$ cat config.mk
export PLATFORM = sky130hd
export DESIGN_NAME = bank_act_guard
export DESIGN_NICKNAME = d
export VERILOG_FILES = /design/src/rtl/bag_pkg.sv /design/src/rtl/bag_spacing_ctr.sv /design/src/rtl/bag_act_age.sv /design/src/rtl/bank_act_guard.sv
export SDC_FILE = /design/constraint.sdc
export NUM_CORES = 1
export LEC_CHECK = 0
export ABC_AREA = 0
export CORE_ASPECT_RATIO = 0.75
export CORE_MARGIN = 2
export CORE_UTILIZATION = 50
export DETAILED_ROUTE_END_ITERATION = 6
export GPL_TIMING_DRIVEN = 0
export PLACE_DENSITY = 0.74
export SLEW_MARGIN = 0
export SYNTH_ARGS = -nofsm -noshare
export SYNTH_HDL_FRONTEND = slang
export SYNTH_SLANG_ARGS = --single-unit
export TNS_END_PERCENT = 30
$ cat constraint.sdc
create_clock -name clk -period 5.5 [get_ports clk]
set_input_delay 1.1 -clock clk [delete_from_list [all_inputs] [get_ports clk]]
set_output_delay 1.1 -clock clk [all_outputs]
set_load 0.03 [all_outputs]
$ cat src/rtl/bag_pkg.sv
package bag_pkg;
  parameter int CNT_W = 8;
  typedef logic [CNT_W-1:0] cnt_t;

  // Value to load so the counter reaches zero exactly `gap` cycles after the command.
  function automatic cnt_t gap_load(input cnt_t gap);
    return (gap == '0) ? '0 : cnt_t'(gap - cnt_t'(1));
  endfunction

  function automatic cnt_t sat_dec(input cnt_t c);
    return (c == '0) ? '0 : cnt_t'(c - cnt_t'(1));
  endfunction

  // Remaining part of a gap that started `age` cycles ago.
  function automatic cnt_t rest_load(input cnt_t gap, input cnt_t age);
    return (gap > age) ? cnt_t'(gap - age - cnt_t'(1)) : '0;
  endfunction

  function automatic cnt_t cnt_max(input cnt_t a, input cnt_t b);
    return (a > b) ? a : b;
  endfunction
endpackage

$ cat src/rtl/bag_spacing_ctr.sv
module bag_spacing_ctr
  import bag_pkg::*;
(
  input  logic clk,
  input  logic rst_n,
  input  logic ld,
  input  cnt_t ld_val,
  output cnt_t cnt,
  output logic idle
);
  cnt_t nxt;

  always_comb begin
    nxt = sat_dec(cnt);
    if (ld) nxt = cnt_max(ld_val, nxt);
  end

  always_ff @(posedge clk) begin
    if (!rst_n) cnt <= '0;
    else        cnt <= nxt;
  end

  assign idle = (cnt == '0);
endmodule

$ cat src/rtl/bag_act_age.sv
module bag_act_age
  import bag_pkg::*;
(
  input  logic clk,
  input  logic rst_n,
  input  logic act,
  output cnt_t age
);
  always_ff @(posedge clk) begin
    if (!rst_n)          age <= '1;
    else if (act)        age <= cnt_t'(1);
    else if (age != '1)  age <= cnt_t'(age + cnt_t'(1));
  end
endmodule

$ cat src/rtl/bank_act_guard.sv
module bank_act_guard
  import bag_pkg::*;
(
  input  logic                 clk,
  input  logic                 rst_n,
  input  logic                 act_i,
  input  logic                 rd_hit_i,
  input  logic                 wr_close_i,
  input  logic                 ref_i,
  input  logic [CNT_W-1:0]     gap_act_i,
  input  logic [CNT_W-1:0]     gap_wrclose_i,
  input  logic [CNT_W-1:0]     gap_hit_i,
  input  logic [CNT_W-1:0]     gap_ref_i,
  output logic                 act_ready_o,
  output logic                 ref_ready_o,
  output logic                 violation_o
);
  localparam int NR      = 4;
  localparam int I_ACT   = 0;
  localparam int I_WRC   = 1;
  localparam int I_HIT   = 2;
  localparam int I_REF   = 3;

  cnt_t            age;
  cnt_t            age_eff;
  logic [NR-1:0]   ld;
  cnt_t [NR-1:0]   ld_val;
  cnt_t [NR-1:0]   cnt;
  logic [NR-1:0]   idle;
  logic            act_bad;
  logic            ref_bad;
  logic            viol_q;

  bag_act_age u_age (.clk(clk), .rst_n(rst_n), .act(act_i), .age(age));

  assign age_eff = act_i ? '0 : age;

  assign ld[I_ACT]     = act_i;
  assign ld[I_WRC]     = wr_close_i;
  assign ld[I_HIT]     = rd_hit_i;
  assign ld[I_REF]     = ref_i;
  assign ld_val[I_ACT] = gap_load(gap_act_i);
  assign ld_val[I_WRC] = rest_load(gap_wrclose_i, age_eff);
  assign ld_val[I_HIT] = gap_load(gap_hit_i);
  assign ld_val[I_REF] = gap_load(gap_ref_i);

  for (genvar g = 0; g < NR; g++) begin : g_rule
    bag_spacing_ctr u_ctr (
      .clk(clk), .rst_n(rst_n), .ld(ld[g]), .ld_val(ld_val[g]),
      .cnt(cnt[g]), .idle(idle[g])
    );
  end

  assign act_ready_o = &idle;
  assign ref_ready_o = idle[I_ACT] & idle[I_REF];

  assign act_bad = act_i & ~act_ready_o;
  assign ref_bad = ref_i & ~ref_ready_o;

  always_ff @(posedge clk) begin
    if (!rst_n)                  viol_q <= 1'b0;
    else if (act_bad | ref_bad)  viol_q <= 1'b1;
  end

  assign violation_o = viol_q;
endmodule

==> results of run 1 <==
## cell usage after synthesis (all sizes together) (2+ instances only)
cell type	n
nor2	53
ha	52
dfxtp	41
a21oi	32
nand2	29
inv	28
nor3	27
nand2b	23
o31ai	23
o21ai	20
nand3	18
a21o	12
xnor2	12
nand4	11
o21a	11
xor2	11
or3	10
nor2b	9
or2	9
a211oi	8
mux2i	8
o211ai	8
mux2	7
and3	6
clkbuf	6
nor4	6
buf	4
o211a	3
a31oi	2
and2	2
and4	2
nor3b	2
o21bai	2
or3b	2
or4	2
## routing by layer
metal  GRT usage [%]  share of wire, %  up-vias
met3           3.333               4.5       12
met1           31.28                52     1767
met4           4.487               1.2        0
li1                -                 -     1964
met5               0                 0        -
met2           37.86                43       90
## worst reg2reg max path: stages (launching register included)
cell and delay (ns):
dfxtp_1 0.40, nand2b_1 0.12, ha_1 0.33, a211oi_1 0.34
o21bai_1 0.12, a21oi_1 0.20, xor2_1 0.25, nor2_1 0.08
ha_1 0.31, a211oi_1 0.29, nor2_1 0.11, o31ai_2 0.45
buf_2 0.29, nand3_1 0.10, a21oi_1 0.15
## layout make-up
class	instances	area share [%]
Buffer	10	0.9414
Tap cell	105	2.824
Multi-Input combinational cell	431	66.22
Timing Repair Buffer	38	8.176
Clock buffer	6	1.775
Clock inverter	1	0.1614
Sequential cell	41	17.64
Inverter	28	2.259
## kinds of logic (layout without fill, tap and decap cells)
logic type	Yosys count	in the layout	share of synthesized area, %
AOI/OAI and AO/OA	126	126	20.94
xor gates and xnor gates	23	23	4.974
adders and majority gates	53	53	16.56
buffers and inverters	38	83	3.676
DFF	41	41	20.27
muxes	15	15	4.016
and+or+nand+nor	214	214	29.56
## flip-flops by register name, indices dropped and copies added, names as in the netlist
signal and flops:
u_age.age 8, g_rule.u_ctr.cnt 32, violation_o 1
## through the flow
| step | worst slack [ns] | utilization, % | hold slack [ns] | instances |
|---|---|---|---|---|
| floorplan | 1.399 | - | 0.5294 | 510 |
| global placement | 0.8900 | 57.87 | 0.4878 | 653 |
| detailed placement | 0.8136 | 57.87 | 0.4800 | 653 |
| CTS | 1.116 | 59.02 | 0.5005 | 660 |
| global route | 0.7317 | 59.02 | 0.5408 | 660 |
| finish | 1.077 | 59.02 | 0.5021 | 660 |
## report_power, final
group	internal, uW	switching (uW)
sequential	399	106
combinational	676	827
clock	99.3	106
total	1170	1040
## final timing paths
path / from / to / depth (start not counted)
max: gap_wrclose_i[0] / g_rule[1].u_ctr.cnt[3] / 16
min reg2reg: violation_o / violation_o / 1
min: violation_o / violation_o / 1
max reg2reg: u_age.age[1] / g_rule[1].u_ctr.cnt[3] / 14
==> run metrics, run 1 <==
first-pass GRT wire length=16,320 um; Worst-Skew Late Latency=0.30 ns; Boundary Pins=41; post-synthesis sequential area ratio=20.27%; Slowest cell on crit path=clkdlybuf4s50_1; syn_area_per_cell=7.941 um^2; unrepaired setup endpoints after global routing=false; Antenna diodes=0; Crit Path Class=in -> reg; vias in the first global route=3,647; startpoint type of the worst setup path=input pin; Yosys warnings=0; Die ar.=0.008844 mm^2; filler cell count=748; CTS Buf Count=5; PwrDens=475.6 mW/mm^2; antenna violations before repair=0; First-pass DRT Iterations=5; drt wl/cell=14.32 um; dpl cell area=0.004562 mm^2; drt first-iter violations=174; via count=3,833; Syn Inst Count=510; Leakage=0.001970 uW; Crit path max-delay family=compound AO/OA/AOI/OAI gates; Yosys cell types=60; Cell Rows=28; area of the multi-input gates=0.003080 mm^2; syn nets=601; Worst Path Arrival=4.64 ns; gr ovfl total=0; die span in x=107.9 um; crit end category=flip-flop; fraction of layout cells with a size suffix above 1=8.649%; Via density=5.808; Max Slew Vio Count=0; final wirelength=9453 um; DRC Markers=0; Setup Skew=0.01637 ns; setup violators final=0; Max Cap Violations=0; status=complete, no violations; commonest non-fill, non-tap cell in the layout=ha_1; CTS Sinks=41; Final nets=646; period utilization=80.42%; RePlAce Congestion=0.8740; Max-slew headroom=44.99%; CTS H-tree lvls=2; Final Cell Area=0.004652 mm^2; clk root buf=clkbuf_8; CTS tree=yes; Worst-Margin Slew=0.8176 ns; Max IR drop VDD=0.0002786 V; clock slew at reported path FFs=0.09 ns; detailed placement HPWL=7826 um; Final ANT Viol Nets=0; final total power=2212 uW; PortBufs=38; minimum clock period=4.423 ns; Post-synth EDFFs=0; Peak Freq=226.1 MHz; Main synth FF type=dfxtp_1; post-cts resize count=0; worst hold path type=reg -> reg; Fin. Hold Viols=0; Setup Buffers After CTS=0; Cell Area, Synth=0.004050 mm^2; Yosys reg bits=41; CP max FO=10; Post-Route Setup TNS=0 ns; GR Util All Layers=22.66%; sequential cell area=820.8 um^2; buffer and inverter count on the worst path=3; asr flop ratio synth=0%; core area=0.007883 mm^2; Largest stage delay, worst path=0.49 ns; pin count of the biggest net entering global routing=13; cell taking the most area after synthesis=dfxtp_1; synth top area cells=dfxtp_1 (20%), ha_1 (16%), nor2_1 (4.7%); Synth-to-Final Area Change=14.86%; reg2reg setup slack=1.89 ns; Chip Height=81.95 um; CTS Hold Buffers Added=0; Yosys top cell area share=20.27%; CP Cell Sequence=clkdlybuf4s50_1, ha_1, inv_1, fa_1, nor2b_1, nor3_1, o31ai_1, xnor2_1, nor2_1, ha_1, a211oi_1, nor2_1, o31ai_2, buf_2, nand3_1, a21oi_1; critical path data required time=5.72 ns; initial core utilization=51.38%; CTS max path bufs=2; most frequent cells in the layout=ha_1 (52), nor2_1 (51), dfxtp_1 (41), clkdlybuf4s50_1 (38), a21oi_1 (32)
Power figures use the tool's default switching activity.
==> inputs of run 2 (changes only) <==
PLACE_DENSITY = 0.77   (was 0.74)
clock period = 3.8 ns   (was 5.5 ns; I/O delays follow)
==> run metrics, run 2 (synthesis gave the netlist of run 1 again) <==
status=complete, no violations (unchanged); Post-Route Setup TNS=0 ns (unchanged); die span in x=107.9 um (unchanged); GR Util All Layers=22.40% (was 22.66%); Gate power share=68.7% (was 67.9%); Setup Skew=0.005079 ns (was 0.01637 ns); Worst-Skew Late Latency=0.29 ns (was 0.30 ns); initial core utilization=51.38% (unchanged); gr ovfl total=0 (unchanged); Worst Path Arrival=3.92 ns (was 4.64 ns); Inst Count DP=653 (unchanged); critical path data required time=4.02 ns (was 5.72 ns); RePlAce Congestion=0.8980 (was 0.8740); period utilization=97.29%; Synth-to-Final Area Change=19.52% (was 14.86%); Fin. Hold Viols=0 (unchanged); Peak Freq=270.5 MHz; PwrDens=690.4 mW/mm^2 (was 475.6 mW/mm^2); sequential power share=21.9% (was 22.8%); first-pass GRT wire length=16,100 um (was 16,320 um); PortBufs=38 (unchanged); buffer and inverter count on the worst path=3 (unchanged); drt wl/cell=14.85 um (was 14.32 um); Crit Path Class=in -> reg (unchanged); Worst-Margin Slew=0.6496 ns (was 0.8176 ns); CTS H-tree lvls=2 (unchanged); DRC Markers=0 (unchanged); max FFs per register=32 (unchanged); Power Internal=1783 uW (was 1174 uW); CTS Sinks=41 (unchanged); dpl cell area=0.004562 mm^2 (unchanged); via count=3,886 (was 3,833); CP most frequent cell=buf_4; most frequent cells in the layout=nor2_1 (51), ha_1 (49), dfxtp_1 (41), clkdlybuf4s50_1 (37), a21oi_1 (31) (was ha_1 (52), nor2_1 (51), dfxtp_1 (41), clkdlybuf4s50_1 (38), a21oi_1 (32)); CTS max path bufs=2 (unchanged); Chip Height=81.95 um (unchanged); startpoint type of the worst setup path=input pin (unchanged); commonest non-fill, non-tap cell in the layout=nor2_1 (was ha_1); filler cell count=697 (was 748); Leakage=0.002045 uW (was 0.001970 uW); fraction of layout cells with a size suffix above 1=12.43% (was 8.649%); Max-slew headroom=56.70% (was 44.99%); sequential cell area=820.8 um^2 (unchanged); final wirelength=9920 um (was 9453 um); Largest stage delay, worst path=0.32 ns (was 0.49 ns); Antenna diodes=0 (unchanged); CTS Hold Buffers Added=0 (unchanged); Crit path max-delay family=simple AND/OR/NAND/NOR gates (was compound AO/OA/AOI/OAI gates); hold slack=0.4940 ns (was 0.5021 ns); setup violators final=0 (unchanged); final total power=3342 uW (was 2212 uW); Slowest cell on crit path=ha_4 (was clkdlybuf4s50_1); CTS tree=yes (unchanged); drt first-iter violations=206 (was 174); Final ANT Viol Nets=0 (unchanged); First-pass DRT Iterations=4 (was 5); CP Cell Sequence=buf_2, buf_4, nand2b_1, ha_4, nand2_1, o21bai_1, o32a_1, nand2_4, nor3_2, ha_1, nand4_1, a21oi_2, o31ai_4, buf_4, or3_1, a21oi_1 (was clkdlybuf4s50_1, ha_1, inv_1, fa_1, nor2b_1, nor3_1, o31ai_1, xnor2_1, nor2_1, ha_1, a211oi_1, nor2_1, o31ai_2, buf_2, nand3_1, a21oi_1); Max Cap Violations=0 (unchanged); antenna violations before repair=0 (unchanged); CP max FO=10 (unchanged); clk root buf=clkbuf_8 (unchanged); area of the multi-input gates=0.003201 mm^2 (was 0.003080 mm^2); Cell Rows=28 (unchanged); Max Slew Vio Count=0 (unchanged); clock share of power=9.4% (was 9.3%); final non-filler cell total=668 (was 660); Final nets=653 (was 646); pin count of the biggest net entering global routing=13 (unchanged); Boundary Pins=41 (unchanged); switching share of power=46.64% (was 46.92%); vias in the first global route=3,620 (was 3,647); Final Cell Area=0.004841 mm^2 (was 0.004652 mm^2); clock slew at reported path FFs=0.08 ns (was 0.09 ns); Die ar.=0.008844 mm^2 (unchanged); worst hold path type=reg -> reg (unchanged); Most flops, register=g_rule.u_ctr.cnt (unchanged); core area=0.007883 mm^2 (unchanged); Max IR drop VDD=0.0003192 V (was 0.0002786 V); CTS Buf Count=5 (unchanged); detailed placement HPWL=7811 um (was 7826 um); Net Sw Power=1559 uW (was 1038 uW); minimum clock period=3.697 ns; Via density=5.817 (was 5.808); crit end category=flip-flop (unchanged)
run 2: power groups by stage:
stage	clock network (uW)	registers (uW)	logic, uW
floorplan	0	705	1690
global placement	0	727	2040
detailed placement	0	735	2150
CTS	318	728	2180
global route	342	753	2570
finish	315	733	2290
run 2: path summary, 6_finish.rpt:
| path | cells after the start | start | end | slack [ns] |
|---|---|---|---|---|
| max | 16 | act_i | g_rule[1].u_ctr.cnt[5] | 0.10 |
| min | 1 | violation_o | violation_o | 0.49 |
| max reg2reg | 15 | u_age.age[1] | g_rule[1].u_ctr.cnt[5] | 0.51 |
| min reg2reg | 1 | violation_o | violation_o | 0.49 |
run 2: final cells by class:
| class | instances | area share (%) |
|---|---|---|
| inverter | 28 | 2.171 |
| tap | 105 | 2.714 |
| clock inverter | 1 | 0.1034 |
| clock buffer | 7 | 1.990 |
| timing repair buffer | 44 | 8.839 |
| multi-input combinational | 432 | 66.12 |
| sequential | 41 | 16.96 |
| buffer | 10 | 1.111 |
run 2: what timing repair did:
| item | 4_1_cts | 5_1_grt |
|---|---|---|
| buffers inserted | 0 | 6 |
| endpoints found under the setup margin | 20 | 23 |
| gates cloned | 0 | 1 |
| resized for setup | 7 | 19 |
| pin swaps | 0 | 10 |
run 2: stage by stage:
stage / setup slack, ns / util [%]
3_5_place_dp: -0.5268 / 57.87
4_1_cts: 0.02968 / 59.57
2_1_floorplan: 0.03934 / -
3_3_place_gp: -0.4444 / 57.87
5_1_grt: -0.06725 / 61.41
6_report: 0.1028 / 61.41
run 2: per-layer routing:
layer	track usage (%)	share of wire, %
met4	4.744	0.75
met3	4.048	4.7
met1	31.18	50
met2	36.35	45
met5	0	0
==> inputs of run 3 (changes only) <==
CORE_UTILIZATION = 53   (was 50)
PLACE_DENSITY = 0.81   (was 0.77)
==> run metrics, run 3 (synthesis gave the netlist of run 1 again) <==
top sig layer=met4 (unchanged); die span in x=104.9 um (was 107.9 um); first-pass GRT wire length=16,540 um (was 16,100 um); worst hold start=violation_o (unchanged); antenna violations before repair=0 (unchanged); commonest non-fill, non-tap cell in the layout=nor2_1 (unchanged); CTS Sinks=41 (unchanged); CP most frequent cell=nor2_1 (was buf_4); wire length on met3=406 um (was 464 um); pin count of the biggest net entering global routing=20 (was 13); CTS max path bufs=2 (unchanged); PwrDens=704.6 mW/mm^2 (was 690.4 mW/mm^2); Worst-Margin Slew=0.6202 ns (was 0.6496 ns); Crit Path Class=in -> reg (unchanged); drt first-iter violations=198 (was 206); CP max FO=8 (was 10); CTS H-tree lvls=2 (unchanged); met1 WL=4667 um (was 4916 um); DR WL met2=4656 um (was 4465 um); status=complete, no violations (unchanged); Final nets=651 (was 653); reg-to-reg critical path startpoint=u_age.age[5] (was u_age.age[1]); crit end category=flip-flop (unchanged); drt wl/cell=15.04 um (was 14.85 um); Leakage=0.002040 uW (was 0.002045 uW); worst hold path type=reg -> reg (unchanged); Antenna diodes=0 (unchanged); max FFs per register=32 (unchanged); final wirelength=9959 um (was 9920 um); CTS tree=yes (unchanged); filler cell count=616 (was 697); core area=0.007365 mm^2 (was 0.007883 mm^2); vias in the first global route=3,732 (was 3,620); reg2reg setup slack=0.48 ns (was 0.51 ns); Max Cap Violations=0 (unchanged); Max Slew Vio Count=0 (unchanged); Cell Rows=27 (was 28); Fin. Hold Viols=0 (unchanged); Worst-Skew Late Latency=0.30 ns (was 0.29 ns); GR Util All Layers=23.88% (was 22.40%); Hold EP=violation_o (unchanged); startpoint type of the worst setup path=input pin (unchanged); detailed placement HPWL=7653 um (was 7811 um); CTS Buf Count=5 (unchanged); hold slack=0.5055 ns (was 0.4940 ns); Worst R2R Path Depth=14 (was 15); CP Cell Sequence=clkdlybuf4s50_1, ha_4, nor2b_1, o211ai_1, nand4bb_4, nand2_2, nor2_1, ha_1, a211oi_1, nor2_1, o31ai_4, buf_4, nand2_1, a21oi_1 (was buf_2, buf_4, nand2b_1, ha_4, nand2_1, o21bai_1, o32a_1, nand2_4, nor3_2, ha_1, nand4_1, a21oi_2, o31ai_4, buf_4, or3_1, a21oi_1); Peak Freq=266.8 MHz (was 270.5 MHz); PortBufs=38 (unchanged); Max IR drop VDD=0.0003018 V (was 0.0003192 V); clk root buf=clkbuf_8 (unchanged); Chip Height=79.71 um (was 81.95 um); most frequent cells in the layout=nor2_1 (51), ha_1 (48), dfxtp_1 (41), clkdlybuf4s50_1 (37), a21oi_1 (30) (was nor2_1 (51), ha_1 (49), dfxtp_1 (41), clkdlybuf4s50_1 (37), a21oi_1 (31)); Setup Skew=0.009007 ns (was 0.005079 ns); Die ar.=0.008364 mm^2 (was 0.008844 mm^2); r2r endpoint=g_rule[1].u_ctr.cnt[0] (was g_rule[1].u_ctr.cnt[5]); final non-filler cell total=662 (was 668); Synth-to-Final Area Change=19.56% (was 19.52%); RePlAce Congestion=0.8624 (was 0.8980); Inst Count DP=649 (was 653); DRC Markers=0 (unchanged); gr ovfl total=0 (unchanged); fraction of layout cells with a size suffix above 1=12.12% (was 12.43%); Worst Path Arrival=3.97 ns (was 3.92 ns); setup violators final=0 (unchanged); Largest stage delay, worst path=0.55 ns (was 0.32 ns); Boundary Pins=41 (unchanged); Via density=5.965 (was 5.817); initial core utilization=54.99% (was 51.38%); Finished Core Util=65.75% (was 61.41%); Most flops, register=g_rule.u_ctr.cnt (unchanged); Max-slew headroom=58.65% (was 56.70%); clock slew at reported path FFs=0.08 ns (about the same); Slowest cell on crit path=clkdlybuf4s50_1 (was ha_4); final total power=3412 uW (was 3342 uW); critical path data required time=4.02 ns (about the same); Final ANT Viol Nets=0 (unchanged); via count=3,949 (was 3,886); period utilization=98.64% (was 97.29%); minimum clock period=3.748 ns (was 3.697 ns); First-pass DRT Iterations=5 (was 4); hold-critical path depth=1 (unchanged)
==> run 3: repair_timing <==
item | CTS | global route
pin swaps | 1 | 9
setup buffers | 0 | 5
cloned | 0 | 1
setup endpoints to repair | 21 | 24
resized for setup | 4 | 22
hold buffers | 0 | 0
==> run 3: worst max path at each step <==
stage	to	depth (start not counted)	startpoint	slack [ns]
6_report	g_rule[1].u_ctr.cnt[0]	14	gap_wrclose_i[1]	0.05
4_1_cts	g_rule[1].u_ctr.cnt[5]	16	gap_wrclose_i[0]	0.03
3_5_place_dp	g_rule[1].u_ctr.cnt[5]	17	act_i	-0.50
3_3_place_gp	g_rule[1].u_ctr.cnt[5]	17	act_i	-0.49
2_1_floorplan	g_rule[1].u_ctr.cnt[6]	17	act_i	0.04
5_1_grt	g_rule[1].u_ctr.cnt[3]	15	gap_wrclose_i[1]	-0.08
==> run 3: final cells by class <==
class	instances	area (um^2)	share of cell area (%)
sequential	41	820.8	16.95
clock inverter	2	37.54	0.7752
multi-input combinational	431	3193	65.94
clock buffer	6	82.58	1.705
tap	101	126.4	2.610
buffer	9	48.80	1.008
timing repair buffer	44	427.9	8.837
inverter	28	105.1	2.171
==> run 3: metrics by stage <==
stage          worst slack [ns]  area [um^2]  TNS (ns)
3_5_place_dp            -0.4975         4557    -9.001
5_1_grt                -0.08141         4842   -0.3861
2_1_floorplan           0.03934         4050         0
4_1_cts                 0.02618         4697         0
6_report                0.05165         4842         0
3_3_place_gp            -0.4879         4557    -7.722
==> run 3: layer usage <==
metal / up-vias / track usage, %
met5: - / 0
met2: 101 / 40.26
met1: 1860 / 30.92
met3: 24 / 4.327
met4: 0 / 8.133
li1: 1964 / -
==> run 3: report_power, final <==
group | switching, uW | internal (uW) | leakage [uW] | total [uW]
sequential | 154 | 577 | 0.000341 | 731
clock | 159 | 214 | 0.0000574 | 372
combinational | 1260 | 1050 | 0.00164 | 2310
==> run 3: worst max-delay path: cells and delay by family <==
| kind | cells | cell delay (ns) |
|---|---|---|
| buf+inv | 2 | 0.78 |
| simple gates | 6 | 0.73 |
| fa+ha+maj | 2 | 0.56 |
| compound gates | 4 | 1.13 |
